[src/rtl/xbus_rd_pkg.sv]
package xbus_rd_pkg;

   typedef enum logic [0:0] {
      ST_IDLE = 1'b0,
      ST_READ = 1'b1
   } rd_state_e;

   // bytes in a burst of (len+1) words, minus one, for a counter of width W
   function automatic int last_byte_index(input int len, input int lanes);
      return (len + 1) * lanes - 1;
   endfunction

endpackage

[src/rtl/xbus_wait_timer.sv]
module xbus_wait_timer #(
   parameter int WAIT_W = 3
) (
   input  logic              clk_i,
   input  logic              rst_ni,
   input  logic              load_i,
   input  logic              run_i,
   input  logic [WAIT_W-1:0] wait_i,
   output logic              end_o
);

   logic [WAIT_W-1:0] cnt_q;
   logic [WAIT_W-1:0] lim_q;

   generate
      if (WAIT_W < 1) begin : g_bad_wait
         $error("WAIT_W must be at least 1");
      end
   endgenerate

   assign end_o = run_i && (cnt_q == lim_q);

   always_ff @(posedge clk_i or negedge rst_ni) begin
      if (!rst_ni) begin
         cnt_q <= '0;
         lim_q <= '0;
      end else if (load_i) begin
         cnt_q <= '0;
         lim_q <= wait_i;
      end else if (run_i) begin
         cnt_q <= end_o ? '0 : cnt_q + 1'b1;
      end
   end

   a_r6_cnt_bound: assert property (@(posedge clk_i) disable iff (!rst_ni)
      run_i |-> (cnt_q <= lim_q));

endmodule

[src/rtl/xbus_addr_gen.sv]
module xbus_addr_gen #(
   parameter int ADDR_W = 20,
   parameter int LEN_W  = 3,
   parameter int LANES  = 2,
   parameter int CNT_W  = 4
) (
   input  logic              clk_i,
   input  logic              rst_ni,
   input  logic              load_i,
   input  logic              step_i,
   input  logic [ADDR_W-1:0] start_addr_i,
   input  logic [LEN_W-1:0]  len_i,
   output logic [ADDR_W-1:0] addr_o,
   output logic              last_o
);
   import xbus_rd_pkg::*;

   localparam int LIDX_W = $clog2(LANES);

   logic [ADDR_W-1:0] addr_q;
   logic [CNT_W-1:0]  left_q;

   assign addr_o = addr_q;
   assign last_o = (left_q == '0);

   always_ff @(posedge clk_i or negedge rst_ni) begin
      if (!rst_ni) begin
         addr_q <= '0;
         left_q <= '0;
      end else if (load_i) begin
         addr_q <= {start_addr_i[ADDR_W-1:LIDX_W], {LIDX_W{1'b0}}};
         left_q <= CNT_W'(last_byte_index(int'(len_i), LANES));
      end else if (step_i && !last_o) begin
         addr_q <= addr_q + 1'b1;
         left_q <= left_q - 1'b1;
      end
   end

   // consecutive byte cycles use consecutive addresses
   a_r2_addr_step: assert property (@(posedge clk_i) disable iff (!rst_ni)
      (step_i && !last_o && !load_i) |=> (addr_o == $past(addr_o) + 1'b1));

endmodule

[src/rtl/xbus_word_asm.sv]
module xbus_word_asm #(
   parameter int DATA_W = 8,
   parameter int WORD_W = 16
) (
   input  logic                          clk_i,
   input  logic                          rst_ni,
   input  logic                          load_i,
   input  logic                          byte_mode_i,
   input  logic [$clog2(WORD_W/DATA_W)-1:0] sel_i,
   input  logic                          cap_i,
   input  logic [$clog2(WORD_W/DATA_W)-1:0] lane_i,
   input  logic [DATA_W-1:0]             data_i,
   output logic [WORD_W-1:0]             word_o,
   output logic                          vld_o
);

   localparam int LANES  = WORD_W / DATA_W;
   localparam int LIDX_W = $clog2(LANES);

   logic [DATA_W-1:0] lane_q [LANES-1];
   logic [WORD_W-1:0] full;
   logic [DATA_W-1:0] picked;
   logic              byte_mode_q;
   logic [LIDX_W-1:0] sel_q;

   generate
      for (genvar g = 0; g < LANES - 1; g++) begin : g_lane
         always_ff @(posedge clk_i or negedge rst_ni) begin
            if (!rst_ni)                                lane_q[g] <= '0;
            else if (cap_i && lane_i == LIDX_W'(g))     lane_q[g] <= data_i;
         end
      end
   endgenerate

   always_comb begin
      full = '0;
      for (int i = 0; i < LANES - 1; i++) full[i*DATA_W +: DATA_W] = lane_q[i];
      full[WORD_W-1 -: DATA_W] = data_i;
      picked = full[int'(sel_q)*DATA_W +: DATA_W];
   end

   always_ff @(posedge clk_i or negedge rst_ni) begin
      if (!rst_ni) begin
         byte_mode_q <= 1'b0;
         sel_q       <= '0;
         word_o      <= '0;
         vld_o       <= 1'b0;
      end else begin
         vld_o <= 1'b0;
         if (load_i) begin
            byte_mode_q <= byte_mode_i;
            sel_q       <= sel_i;
         end
         if (cap_i && lane_i == LIDX_W'(LANES - 1)) begin
            word_o <= byte_mode_q ? WORD_W'(picked) : full;
            vld_o  <= 1'b1;
         end
      end
   end

   // word valid is a single-clock pulse
   a_r8_vld_pulse: assert property (@(posedge clk_i) disable iff (!rst_ni)
      vld_o |=> !vld_o);

endmodule

[src/rtl/xbus_rd_seq.sv]
module xbus_rd_seq #(
   parameter int ADDR_W    = 20,
   parameter int DATA_W    = 8,
   parameter int WORD_W    = 16,
   parameter int MAX_BURST = 8,
   parameter int WAIT_W    = 3,
   localparam int LEN_W    = (MAX_BURST > 1) ? $clog2(MAX_BURST) : 1
) (
   input  logic              clk_i,
   input  logic              rst_ni,
   input  logic              req_i,
   input  logic [ADDR_W-1:0] start_addr_i,
   input  logic              byte_mode_i,
   input  logic [LEN_W-1:0]  burst_len_i,
   input  logic [WAIT_W-1:0] wait_i,
   output logic [ADDR_W-1:0] bus_addr_o,
   output logic              cs_n_o,
   output logic              oe_n_o,
   output logic              lbe_n_o,
   output logic              hbe_n_o,
   input  logic [DATA_W-1:0] bus_data_i,
   output logic [WORD_W-1:0] rd_word_o,
   output logic              word_vld_o,
   output logic              done_o
);
   import xbus_rd_pkg::*;

   localparam int LANES  = WORD_W / DATA_W;
   localparam int LIDX_W = $clog2(LANES);
   localparam int CNT_W  = $clog2(MAX_BURST * LANES);

   generate
      if (WORD_W % DATA_W != 0 || LANES < 2 || (LANES & (LANES - 1)) != 0) begin : g_bad_ratio
         $error("WORD_W must be a power-of-two multiple (>=2) of DATA_W");
      end
      if (MAX_BURST < 2 || (MAX_BURST & (MAX_BURST - 1)) != 0) begin : g_bad_burst
         $error("MAX_BURST must be a power of two, at least 2");
      end
      if (ADDR_W <= LIDX_W) begin : g_bad_addr
         $error("ADDR_W too small");
      end
   endgenerate

   rd_state_e state_q;
   logic      accept, running, step, last_byte, finish;
   logic      strb_q, done_q;

   assign accept  = (state_q == ST_IDLE) && req_i;
   assign running = (state_q == ST_READ);
   assign finish  = step && last_byte;

   xbus_wait_timer #(.WAIT_W(WAIT_W)) u_timer (
      .clk_i  (clk_i),
      .rst_ni (rst_ni),
      .load_i (accept),
      .run_i  (running),
      .wait_i (wait_i),
      .end_o  (step)
   );

   xbus_addr_gen #(
      .ADDR_W (ADDR_W),
      .LEN_W  (LEN_W),
      .LANES  (LANES),
      .CNT_W  (CNT_W)
   ) u_addr (
      .clk_i        (clk_i),
      .rst_ni       (rst_ni),
      .load_i       (accept),
      .step_i       (step),
      .start_addr_i (start_addr_i),
      .len_i        (burst_len_i),
      .addr_o       (bus_addr_o),
      .last_o       (last_byte)
   );

   xbus_word_asm #(.DATA_W(DATA_W), .WORD_W(WORD_W)) u_asm (
      .clk_i       (clk_i),
      .rst_ni      (rst_ni),
      .load_i      (accept),
      .byte_mode_i (byte_mode_i),
      .sel_i       (start_addr_i[LIDX_W-1:0]),
      .cap_i       (step),
      .lane_i      (bus_addr_o[LIDX_W-1:0]),
      .data_i      (bus_data_i),
      .word_o      (rd_word_o),
      .vld_o       (word_vld_o)
   );

   always_ff @(posedge clk_i or negedge rst_ni) begin
      if (!rst_ni) begin
         state_q <= ST_IDLE;
         strb_q  <= 1'b0;
         done_q  <= 1'b0;
      end else begin
         done_q <= finish;
         if (accept) begin
            state_q <= ST_READ;
            strb_q  <= 1'b1;
         end else if (finish) begin
            state_q <= ST_IDLE;
            strb_q  <= 1'b0;
         end
      end
   end

   assign cs_n_o  = ~strb_q;
   assign oe_n_o  = ~strb_q;
   assign lbe_n_o = ~strb_q;
   assign hbe_n_o = 1'b1;
   assign done_o  = done_q;

   // a transfer always begins on an even byte
   a_r4_even_start: assert property (@(posedge clk_i) disable iff (!rst_ni)
      $fell(cs_n_o) |-> (bus_addr_o[0] == 1'b0));

   // address is held for the whole byte cycle
   a_r6_addr_hold: assert property (@(posedge clk_i) disable iff (!rst_ni)
      (!cs_n_o && !step) |=> $stable(bus_addr_o));

   // strobes stay active until the last byte is sampled, then drop
   a_r5_strobe_hold: assert property (@(posedge clk_i) disable iff (!rst_ni)
      (!cs_n_o && !finish) |=> !cs_n_o);
   a_r5_strobe_release: assert property (@(posedge clk_i) disable iff (!rst_ni)
      finish |=> (cs_n_o && oe_n_o && lbe_n_o));

   // done accompanies the final word
   a_r8_done_with_word: assert property (@(posedge clk_i) disable iff (!rst_ni)
      done_o |-> word_vld_o);

   // a busy-time request does not restart the address sequence
   a_r10_busy_req: assert property (@(posedge clk_i) disable iff (!rst_ni)
      (!cs_n_o && req_i && !step) |=> $stable(bus_addr_o));

endmodule

[config.mk]
export PLATFORM = sky130hd
export DESIGN_NAME = xbus_rd_seq
export DESIGN_NICKNAME = d
export VERILOG_FILES = /design/src/rtl/xbus_rd_pkg.sv /design/src/rtl/xbus_wait_timer.sv /design/src/rtl/xbus_addr_gen.sv /design/src/rtl/xbus_word_asm.sv /design/src/rtl/xbus_rd_seq.sv
export SDC_FILE = /design/constraint.sdc
export NUM_CORES = 1
export LEC_CHECK = 0
export ABC_CLOCK_PERIOD_IN_PS = 4200
export BUFFER_PORTS_ARGS = -buffer_cell sky130_fd_sc_hd__clkbuf_2
export CORE_MARGIN = 3
export CORE_UTILIZATION = 57
export DETAILED_ROUTE_END_ITERATION = 10
export MAX_ROUTING_LAYER = met4
export PLACE_DENSITY = 0.84
export SKIP_CTS_REPAIR_TIMING = 1
export SLEW_MARGIN = 20
export SYNTH_ARGS = -nofsm -noshare
export SYNTH_HDL_FRONTEND = slang
export SYNTH_SLANG_ARGS = --single-unit
[constraint.sdc]
create_clock -name clk_i -period 4.2 [get_ports clk_i]
set_clock_uncertainty 0.1 [all_clocks]
set_input_delay 1.05 -clock clk_i [delete_from_list [all_inputs] [get_ports clk_i]]
set_output_delay 1.05 -clock clk_i [all_outputs]
set_load 0.005 [all_outputs]
### Word level (Yosys, flattened, before mapping)

Cells that the tools add are included.

* add/sub/neg operators: 5
* eq/ne operators: 1
* shifts and indexed selects: 1
* muxes and demuxes: 11
* bitwise operators: 2
* reduce and logical (&&, ||, !) cells: 11

Operator list (number)
* two-way mux 20 bit: 2
* adder 20 x 1 -> 20 bit, second input constant: 1
* two-way mux 16 bit: 1
* variable part select 16 x 5 -> 8 bit: 1
* two-way mux 3 bit: 3
* two-way mux 4 bit: 2
* adder 3 x 1 -> 3 bit, second input constant: 2
* logical AND 1 bit: 6
* nonzero test 2 bit: 3
* logical NOT 4 bit: 1
* subtractor 4 x 1 -> 4 bit, second input constant: 1
* subtractor 4 x 2 -> 4 bit, second input constant: 1
* == test 3 bit: 1
* two-way mux 1 bit: 3
* NOT 1 bit: 2
* logical NOT 1 bit: 1

* bits in registers: 59
* input port bits: 38
* output and inout port bits: 42
* logic and storage cells: 42

### Logic depth before layout (Yosys ltp)

* word-level depth: 5
* mapped depth: 8

### By module

Synthesis repeated with hierarchy kept, for this count alone.

* cells, all modules: 304
* area total of the unflattened synthesis: 3125.5 um2

By module, submodules not included
* xbus_addr_gen: times used 1, cells each 160, area an instance 1427.6 um2, sequential area each 600.6 um2
* xbus_word_asm: times used 1, cells each 107, area an instance 1287.5 um2, sequential area each 675.6 um2
* xbus_wait_timer: times used 1, cells each 27, area an instance 310.3 um2, sequential area each 150.1 um2
* xbus_rd_seq: times used 1, cells each 10, area an instance 100.1 um2, sequential area each 50.0 um2

### Worst setup path after synthesis

No wires, ideal clock.

* path type: reg-to-reg
* start: register u_addr.left_q[0]
* end: register u_addr.addr_q[15] (netlist: u_addr.addr_o[15])
* library setup time: 124 ps
* data arrival time: 1846 ps
* setup slack: 2131 ps
* cell stages (with the launch flop): 9
* buffers on the path: 1
* period minus slack after synthesis: 2069 ps
* cell sequence: dfrtp_1 inv_1 ha_1 nor3b_2 or3_1 buf_4 nor4_1 a21oi_1 o31a_1

* cells in the longest elaborated chain, start to end: 4

Ends and longest elaborated chain
* start: declaration: line xbus_addr_gen.sv:21 `logic [CNT_W-1:0] left_q;`
* start signal: assignment: line xbus_addr_gen.sv:32 `left_q <= CNT_W'(last_byte_index(int'(len_i), LANES));`
* start signal: assignment: line xbus_addr_gen.sv:35 `left_q <= left_q - 1'b1;`
* logical NOT 4 bit: line xbus_addr_gen.sv:24 `assign last_o = (left_q == '0);`
* logical NOT 1 bit: line xbus_addr_gen.sv:33 `end else if (step_i && !last_o) begin`
* logical AND 1 bit: line xbus_addr_gen.sv:33
* nonzero test 2 bit (no source line)
* end signal: assignment: line xbus_addr_gen.sv:31 `addr_q <= {start_addr_i[ADDR_W-1:LIDX_W], {LIDX_W{1'b0}}};`
* end signal: assignment: line xbus_addr_gen.sv:34 `addr_q <= addr_q + 1'b1;`
* end: declaration: line xbus_addr_gen.sv:20 `logic [ADDR_W-1:0] addr_q;`

Every way passes these cells.
A chain may end at the register's enable or synchronous reset.

### Final worst setup path

* start: register u_timer.cnt_q[1]
* end: register u_asm.lane_q[4] (netlist bit)

* cells in the longest elaborated chain, start to end: 3

Ends and longest elaborated chain
* start: declaration: line xbus_wait_timer.sv:12 `logic [WAIT_W-1:0] cnt_q;`
* start signal: assignment: line xbus_wait_timer.sv:31 `cnt_q <= end_o ? '0 : cnt_q + 1'b1;`
* == test 3 bit: line xbus_wait_timer.sv:21 `assign end_o = run_i && (cnt_q == lim_q);`
* logical AND 1 bit: line xbus_wait_timer.sv:21
* logical AND 1 bit: line xbus_word_asm.sv:30 `else if (cap_i && lane_i == LIDX_W'(g)) lane_q[g] <= data_i;`
* end signal: indexed assignment: line xbus_word_asm.sv:30
* end: declaration: line xbus_word_asm.sv:20 `logic [DATA_W-1:0] lane_q [LANES-1];`

Every way passes these cells.

==> metrics.txt <==
largest cells by area after synthesis=dfrtp_1, xnor2_1, nand2_1; vias in the first global route=2,498; top-area cell type share of the netlist area=49.4%; worst reg2reg endpoint=u_asm.lane_q[4]; later-pin clock latency in the skew report=0.34 ns; final setup violation count=0; wire length of the first global-routing pass=12,100 µm; floorplan row count=25; number of port buffers=78; Metal-1 WL=3030 µm; worst hold path class=reg2reg; ratio of cells with drive above 1 in the final layout=30.8%; weighted congestion reported at the end of routability-driven placement=0.842; hold path endpoint=u_asm.sel_q; num ports=80; residual DRC count=0; CTS tree=yes; summed negative setup slack over all endpoints=0 ns; CP Data Required Time=4.32 ns; HPWL reported at the end of detailed placement=4850 µm; Netlist Area Pre-Place=0.00299 mm²; biggest fanout along the worst timing path=12; cell-by-cell trace of the critical path=xnor2_1, nand4_1, nor2_1, mux2_2; post-synthesis area per instance=10.1 µm²; sw frac=37.8%; maximum cell stage delay along the critical path=0.68 ns; final slew viol count=0; x dimension of the die=78.4 µm; vias post-DR=2,449; Die Ht=78.4 µm; Switching Power=1100 µW; detailed-router iteration count before antenna repair=4; cell leakage power=0.00168 µW; residual overflow from global routing=0; internal reg-to-reg setup slack=1.70 ns; Worst Setup End Kind=flip-flop; Synth-to-Final Area Change=22.4%; most area-hungry cell type in the Yosys netlist=dfrtp_1; clock tree sinks=59; synth unique cells=37; number of instances in the synthesized netlist=297; clock network fraction of total power=22.7%; starting DRC count in detailed routing=176; initial antenna violation count=0; power after layout=2920 µW; unrepaired setup endpoints after global routing=no; part of the power in registers=38.6%; endpoint arrival time on the critical path=2.62 ns; GR Util All Layers=26.2%; CTS HTree Levels=3; average vias per placed instance=5.52; pwr dens=798 mW/mm²; met2 wire len=3560 µm; Worst slew margin=37.2%; beginning of the worst hold path=u_asm.sel_q; Top Metal Used=met4; detailed-route wire length per cell=16.0 µm; Inserted Clock Buffers=9; start-to-end type of the worst setup path=reg2reg; internal power=1820 µW; sequential area share after synthesis=49.4%; post-detailed-routing wire length=7100 µm; depth of the worst register-to-register path=4; max-cap violation count=0; syn_nets=339; Initial Util=61.2%; area of the die=0.00615 mm²; shortest period the worst path allows=2.50 ns; largest net degree at the start of global routing=42; cell type of the slowest stage on the worst timing path=nor2_1; maximum clock frequency=0.400 GHz; final number of hold-violating endpoints=0; Core ar.=0.00488 mm²; Yosys warnings=0; total of flip-flops plus latches after synthesis=59; result of the run=complete, no violations; combinational share of power=38.7%; Detail Route Antenna Nets=0; worst-case clock buffer depth=2; transition time at the pin with the least slew margin=0.941 ns; number of inserted diodes=0; Max IR drop VDD=0.462 mV; Reg-to-Reg Start=u_timer.cnt_q[1]; worst hold path stage count=2; final critical-path share of the clock period=59.5%; nature of the critical path startpoint=flip-flop; CTS root buffer=clkbuf_8; met3 wirelength from detailed routing=357 µm; CTS clk-pin slew, worst paths=0.07 ns; layout net count=414
## power by group through the flow
stage	clock network (µW)	logic, µW	registers (µW)
final	662	1130	1130
after detailed placement	0	1120	1120
after floorplan	0	771	1080
after global routing	697	1270	1170
after CTS	672	1140	1120
after global placement	0	1070	1110
## logic make-up after synthesis
logic type / count (synthesis) / synth area share, %
flops: 59 / 49.4
fa+ha+maj: 4 / 1.68
other cells: 1 / 0.126
mux: 17 / 6.03
compound gates: 42 / 7.71
buf+inv: 30 / 4.61
xor+xnor: 29 / 8.50
simple gates: 115 / 21.9
## cells in the mapped netlist
library cell / instances
dfrtp_1: 59
nand2_1: 41
nor2_1: 20
xnor2_1: 20
o21ai_0: 19
a21oi_1: 14
inv_1: 13
mux2i_1: 9
nand3_1: 9
nor3_1: 9
xor2_1: 9
mux2_2: 8
nand3b_1: 8
clkbuf_1: 7
nand4_1: 6
buf_2: 5
buf_4: 5
ha_1: 4
o21ai_1: 4
and4_1: 3
nor4_1: 3
nor4_2: 3
nor4_4: 3
a32o_1: 2
or3_1: 2
and2_0: 1
and2_1: 1
and4_2: 1
conb_1: 1
nand4_4: 1
nor2b_1: 1
nor3b_2: 1
nor4b_1: 1
o311ai_0: 1
o31a_1: 1
o31ai_1: 1
or3b_2: 1
## worst max path at each step
stage / from / cells after the start / endpoint
floorplan: u_addr.left_q[0] / 8 / u_addr.addr_o[15]
global placement: u_timer.cnt_q[0] / 4 / u_asm.lane_q[4]
detailed placement: u_timer.cnt_q[2] / 4 / u_asm.lane_q[1]
CTS: u_timer.cnt_q[1] / 4 / u_asm.lane_q[4]
global route: u_timer.cnt_q[1] / 4 / u_asm.lane_q[6]
finish: u_timer.cnt_q[1] / 4 / u_asm.lane_q[4]
## placed cells by master, fill, tap and decap left out
master / count
nand4_4: 1
clkbuf_8: 12
conb_1: 1
clkbuf_2: 77
o21ai_0: 19
buf_2: 1
and2_1: 1
nor3b_2: 1
nor2b_2: 1
nor4b_1: 1
a32o_1: 2
o31ai_1: 1
nor4_2: 3
o311ai_0: 1
inv_1: 13
o21ai_1: 4
nor4_1: 3
nand3_1: 9
and2_0: 1
mux2_2: 8
and4_2: 1
bufinv_16: 3
nor4_4: 3
nor3_1: 9
xnor2_1: 20
mux2i_1: 9
buf_4: 3
ha_1: 4
nand3b_1: 8
o31a_1: 1
or3b_2: 1
xor2_1: 9
clkinv_2: 1
and4_1: 3
nand4_1: 6
a21oi_1: 14
or3_1: 2
nor2_1: 20
nand2_1: 41
dfrtp_1: 59
## through the flow
stage	utilization (%)	instance area (µm²)	instances	setup WS, ns	hold slack [ns]
2_1_floorplan	-	2990	297	2.13	0.346
3_3_place_gp	69.6	3400	428	1.90	0.358
3_5_place_dp	69.6	3400	428	1.82	0.396
4_1_cts	75.0	3660	444	1.72	0.410
5_1_grt	75.0	3660	444	1.56	0.413
6_report	75.0	3660	444	1.70	0.408
## worst max-delay path: cells and delay by family, from the launching register on
family / cells / cell delay [ns]
simple gates: 2 / 1.17
mux: 1 / 0.42
xor+xnor: 1 / 0.26
flops: 1 / 0.44
## flip-flops by register name, indices dropped and copies added, names as in the netlist
| register | flops |
|---|---|
| u_addr.addr_o | 20 |
| u_asm.word_o | 16 |
| strb_q | 1 |
| done_o | 1 |
| u_asm.sel_q | 1 |
| u_asm.vld_o | 1 |
| u_asm.lane_q | 8 |
| u_timer.lim_q | 3 |
| u_asm.byte_mode_q | 1 |
| u_timer.cnt_q | 3 |
| u_addr.left_q | 4 |
## routing by layer
| metal | up-vias | GRT usage (%) |
|---|---|---|
| li1 | 1171 | - |
| met1 | 1171 | 33.2 |
| met2 | 93 | 41.9 |
| met3 | 14 | 5.16 |
| met4 | 0 | 9.97 |
| met5 | - | - |
## area by class of cell
type | instances | area [µm²]
sequential | 59 | 1480
multi-input combinational | 208 | 1380
fill | 366 | 1220
timing repair buffer | 81 | 413
clock buffer | 12 | 165
clock inverter | 4 | 95.1
tap | 67 | 83.8
inverter | 13 | 48.8
Note: power is estimated with default switching activity, not from simulation.
